===== config.mk =====
export PLATFORM = sky130hd
export DESIGN_NAME = ep_poll_timer
export DESIGN_NICKNAME = d
export VERILOG_FILES = /design/src/rtl/ep_poll_timer.sv
export SDC_FILE = /design/constraint.sdc
export NUM_CORES = 1
export LEC_CHECK = 0
export ABC_CLOCK_PERIOD_IN_PS = 3320
export BUFFER_PORTS_ARGS = -buffer_cell sky130_fd_sc_hd__buf_2
export CORE_MARGIN = 2
export CORE_UTILIZATION = 44
export CTS_CLUSTER_SIZE = 12
export DETAILED_ROUTE_END_ITERATION = 10
export PLACE_DENSITY = 0.61
export SYNTH_ARGS = -nofsm -noshare
export SYNTH_HDL_FRONTEND = slang
export SYNTH_SLANG_ARGS = --single-unit
export TNS_END_PERCENT = 50

===== constraint.sdc =====
create_clock -name clk -period 3.32 [get_ports clk]
set_input_delay 0.332 -clock clk [delete_from_list [all_inputs] [get_ports clk]]
set_output_delay 0.332 -clock clk [all_outputs]
set_load 0.005 [all_outputs]

===== src/rtl/ep_poll_timer.sv =====
module ep_poll_timer #(
  parameter int CNT_W  = 20,
  parameter int IVAL_W = 8
) (
  input  logic              clk,
  input  logic              rst_n,
  input  logic              uframe_tick,
  input  logic [3:0]        ep_attr,
  input  logic [IVAL_W-1:0] ep_ival,
  input  logic              ep_zero,
  input  logic              xfer_done,
  input  logic              xfer_nak,
  input  logic              reg_wr_cancel,
  output logic              cb_fire,
  output logic              timer_busy
);
  localparam int SH_W = IVAL_W + 2;
  localparam logic [1:0] SPD_HIGH = 2'd2;
  localparam logic [1:0] TT_INTR  = 2'd3;

  logic [CNT_W-1:0] cnt;
  logic [CNT_W-1:0] wait_len;
  logic [SH_W-1:0]  shamt;

  wire is_intr = !ep_zero && (ep_attr[1:0] == TT_INTR);
  wire slow8   = !is_intr && (ep_attr[3:2] != SPD_HIGH);

  assign shamt = SH_W'(ep_ival) - SH_W'(1) + (slow8 ? SH_W'(3) : SH_W'(0));

  always_comb begin
    if (ep_ival == '0)
      wait_len = '0;
    else if (shamt >= SH_W'(CNT_W))
      wait_len = '1;
    else
      wait_len = CNT_W'(1) << shamt;
  end

  wire arm = xfer_done && (xfer_nak || is_intr) && (wait_len != '0);

  always_ff @(posedge clk) begin
    if (!rst_n) begin
      cnt        <= '0;
      timer_busy <= 1'b0;
      cb_fire    <= 1'b0;
    end else begin
      cb_fire <= 1'b0;
      if (reg_wr_cancel) begin
        timer_busy <= 1'b0;
      end else if (arm) begin
        timer_busy <= 1'b1;
        cnt        <= wait_len;
      end else if (timer_busy && uframe_tick) begin
        if (cnt == CNT_W'(1)) begin
          timer_busy <= 1'b0;
          cb_fire    <= 1'b1;
        end else begin
          cnt <= cnt - CNT_W'(1);
        end
      end
    end
  end
endmodule


* Word-level counts from Yosys, hierarchy flattened
Index checks and enable logic that the tools add are counted.
** Word-level totals
- Word-level logic and storage cells :: 41
- Memory bits (writable) :: 0
- Input bits :: 19
- Memory bits (read-only) :: 0
- Latch bits :: 0
- Memories :: 0
- Register bits after elaboration :: 22
** Operators by class
- Add/sub/neg operators :: 3
- Bitwise gates (word level) :: 3
- Reductions and logical operators :: 16
- Order comparisons :: 1
- Multipliers :: 0
- Eq/ne operators :: 4
- Shifts and indexed selects :: 1
- Multiplexer cells :: 10
- Div/mod/pow operators :: 0
** Operators by type and width (count)
- $mux W20 :: 5
- $eq A20 B1 Y1 const B :: 1
- $reduce_bool A20 Y1 :: 1
- $shl A1 B10 Y20 const A :: 1
- $sub A20 B1 Y20 const B :: 1
- $add A9 B3 Y10 :: 1
- $ge A10 B5 Y1 const B :: 1
- $sub A8 B1 Y9 const B :: 1
- $logic_not A8 Y1 :: 1
- $logic_and A1 B1 Y1 :: 5
- $mux W1 :: 4
- $ne A2 B2 Y1 const B :: 2
- $reduce_bool A2 Y1 :: 2
- $reduce_or A4 Y1 :: 1
- $not A1 Y1 :: 3
- $reduce_and A3 Y1 :: 1
- $eq A2 B2 Y1 const B :: 1
- $logic_not A1 Y1 :: 2
- $mux W2 :: 1
- $reduce_and A2 Y1 :: 1
- $reduce_or A2 Y1 :: 1
- $logic_or A1 B1 Y1 :: 1

* Depth between registers and ports, before layout
- Depth after elaboration :: 13
- Depth in mapped cells :: 13

* Worst setup path before layout
No wires, ideal clock.
- Kind :: input to register
- From :: in ep_attr[1]
- To :: reg cnt[10]
- Path slack :: 0.390 ns
- Data required time :: 3.175 ns
- Setup time :: 0.145 ns
- Arrival time :: 2.785 ns
- Stages on the path :: 13
- Cells stage by stage :: and3b_1 > a21o_1 > inv_1 > ha_1 > inv_1 > fa_1 > xnor2_1 > xnor2_1 > nand3_1 > o211a_1 > a221oi_4 > buf_6 > a41oi_2
** Between the ends
- Longest elaborated chain between the ends :: 13
** Ends and longest elaborated chain
- from (decl) :: line 8 : input logic [3:0] ep_attr,
- $eq A2 B2 Y1 * :: line 25 : wire is_intr = !ep_zero && (ep_attr[1:0] == TT_INTR);
- $logic_and A1 B1 Y1 * :: line 25
- $logic_not A1 Y1 :: line 26 : wire slow8 = !is_intr && (ep_attr[3:2] != SPD_HIGH);
- $logic_and A1 B1 Y1 :: line 26
- $mux W2 :: line 28 : assign shamt = SH_W'(ep_ival) - SH_W'(1) + (slow8 ? SH_W'(3) : SH_W'(0));
- $add A9 B3 Y10 :: line 28
- $ge A10 B5 Y1 / $shl A1 B10 Y20 (equally long branches) :: line 33, 36
- $mux W20 :: line 33 : else if (shamt >= SH_W'(CNT_W))
- $mux W20 :: line 31 : if (ep_ival == '0)
- $reduce_bool A20 Y1 :: line 39 : wire arm = xfer_done && (xfer_nak || is_intr) && (wait_len != '0);
- $logic_and A1 B1 Y1 :: line 39
- $ne A2 B2 Y1 (no source line) / $reduce_bool A2 Y1 (equally long branches)
- $reduce_and A3 Y1 (no source line)
- to (signal assigned) :: line 52 : cnt <= wait_len;
- to (signal assigned) :: line 58 : cnt <= cnt - CNT_W'(1);
- to (decl) :: line 21 : logic [CNT_W-1:0] cnt;
Mark *: on every way between the ends. The rest lies on a longest branch, timed or not.
A chain may end at the register's enable or synchronous reset.

* Worst setup path in the final report
- From :: in ep_attr[1]
- To :: reg cnt[16]
Same word-level chain as after synthesis.

==> metrics.txt <==
outcome=finished clean; Cell Pwr Density=404 nW/um^2; Cells after Synth=318; CP Max Fanout=20; CP Class=in -> reg; Hold Buf Count CTS=0; fraction of layout cells with a size suffix above 1=18.9%; Critical Path AT=3.01 ns; drt total wl=7520 um; post-synthesis sequential area ratio=17.6%; commonest cells in the synthesized netlist=22 x dfxtp_1, 20 x a211oi_1, 20 x inv_1, 20 x nor2_1; Post-Syn Area per Cell=7.86 um^2; die width=79.4 um; Worst-Margin Slew=0.890 ns; Post-CTS Setup Inserts=0; number of max-cap violations=0; Root Driver=clkbuf_8; Setup crit start kind=primary input; hold crit path type=in -> reg; # nets final=364; hold_ws=0.348 ns; worst setup margin=0.461 ns; Synth Net Count=343; top cell type's share of synthesized area=17.6%; largest net degree at the start of global routing=21; top_reg_cell synth=dfxtp_1; initial cell density of the core=45.4%; Final Hold Fails=0; Skew-Pair Late Insertion Delay=0.28 ns; remaining global-route overflow=0; clock-pin slew on the worst setup and hold paths=0.09 ns; drt wl/cell=18.3 um; Max Freq=350 MHz; Peak VDD IR=0.153 mV; async set or reset register ratio after synthesis=0%; DPL Wire Length=5480 um; Worst slew margin=40.6%; 1st-iter DRT viols=280; DR vias/cell=6.66; core area=5510 um^2; HP Start=uframe_tick; Resize count post-CTS=0; reg-to-reg endpoint=cnt[12]; DR pass1 iterations=5; row cnt=27; Total Routing Usage GR=24.4%; CTS sink count=22; Die ar.=6300 um^2; number of flops mapped to enable cells by yosys=0; Cell variety after synth=71; final period utilization=86.1%; Post-DRT Antenna Nets=0; synth top area cells=dfxtp_1 18%, a211oi_1 6.0%, a31oi_1 4.5%; Data required, critical path=3.47 ns; Pins Over Slew Limit=0; Die Y=79.4 um; CP endpoint kind=flip-flop; clock period minus worst slack=2.86 ns; H-tree depth=1; I/O Pins=21; RSZ-0062 raised after global routing=no; input/output buffers=20; Yosys reg bits=22; TritonCTS buffer count=3; hold path cells=4; antenna cells=0; most common cell in the synthesized netlist=dfxtp_1; RePlAce Congestion=0.898; setup TNS=0 ns; vias in the first global route=2472; cell taking the most area after synthesis=dfxtp_1; fin util=50.5%; static leakage=0.000950 uW; Hold Path Sink=timer_busy; initial antenna violation count=0; P&R area growth vs syn=11.2%; # setup viols final=0; global-route wire length before repair=12100 um; Vias=2729; Cell Area, Synth=2500 um^2; RR Startpoint=cnt[0]; pre-CTS setup slack=0.171 ns; Syn. warnings=0; R2R depth=8; TritonCTS clock tree=done; Max clock buf depth=2; Clock Skew=0.00272 ns; R2R Setup Slk=0.60 ns; # DRC=0
## registers in the layout, summed over array words and instances (netlist names)
| name | count |
|---|---|
| cb_fire | 1 |
| cnt | 20 |
| timer_busy | 1 |
## worst max-delay path: stages
cell	delay, ns
buf_2	0.09
and3b_1	0.17
a21o_1	0.19
inv_1	0.09
ha_1	0.16
inv_1	0.05
fa_1	0.39
xnor2_1	0.24
xnor2_1	0.09
buf_4	0.16
and2_1	0.15
o211a_1	0.23
a221oi_4	0.32
buf_12	0.21
a41oi_2	0.11
## routing by layer
metal | track usage [%] | routed length, um
met4 | 10.2 | 231
met2 | 38.2 | 3340
met1 | 34.3 | 3510
met3 | 2.15 | 437
met5 | 0 | 0
## how the worst max path moves through the flow
stage	start	end	slack, ns	depth (start not counted)
floorplan	ep_attr[1]	cnt[10]	0.39	13
global placement	ep_attr[1]	cnt[16]	0.22	15
detailed placement	ep_attr[1]	cnt[9]	0.17	15
CTS	ep_attr[1]	cnt[9]	0.44	15
global route	ep_attr[1]	cnt[9]	0.25	15
finish	ep_attr[1]	cnt[16]	0.46	15
## area by class of cell
| cell class | instances | area [um^2] |
|---|---|---|
| fill | 543 | 2730 |
| multi-input combinational | 255 | 1860 |
| sequential | 22 | 440 |
| timing repair buffer | 37 | 240 |
| tap | 72 | 90.1 |
| inverter | 20 | 75.1 |
| clock buffer | 3 | 41.3 |
| clock inverter | 1 | 30.0 |
## cells by family after synthesis
family / Yosys count / share of synthesized area [%]
DFF: 22 / 17.6
adders and majority gates: 6 / 3.30
xor gates and xnor gates: 6 / 2.10
buffers and inverters: 41 / 7.91
muxes: 4 / 1.60
AOI/OAI and AO/OA: 125 / 40.1
and+or+nand+nor: 114 / 27.4
## cell usage in the layout, fill, tap and decap left out, types with 4 or more instances in the layout
master / Yosys / layout
mux2i_1: 4 / 4
xnor2_1: 6 / 6
nor3_1: 18 / 18
a21oi_1: 17 / 17
a31oi_1: 18 / 18
o21ai_0: 6 / 6
or4_1: 5 / 5
nand2_1: 12 / 12
buf_2: 2 / 20
nor4b_1: 4 / 4
a211oi_1: 20 / 20
buf_4: 3 / 16
or3_1: 6 / 6
nand3_1: 4 / 4
nor4_1: 10 / 10
o31ai_1: 6 / 6
o211a_1: 5 / 5
a22oi_1: 4 / 4
ha_1: 5 / 5
inv_1: 20 / 20
nand4_1: 4 / 4
o211ai_1: 6 / 6
nor2_1: 20 / 20
dfxtp_1: 22 / 22
## metrics by stage
step                area, um^2  total power (uW)  std cells
floorplan                 2500               712        318
global placement          2710               839        406
detailed placement        2710               847        406
CTS                       2780              1110        410
global route              2780              1190        410
finish                    2780              1120        410
## report_power, final
part	total (uW)	internal, uW	switching (uW)
logic	515	201	314
registers	342	296	45.2
clock network	265	162	103
Note: power is estimated with default switching activity, not from simulation.
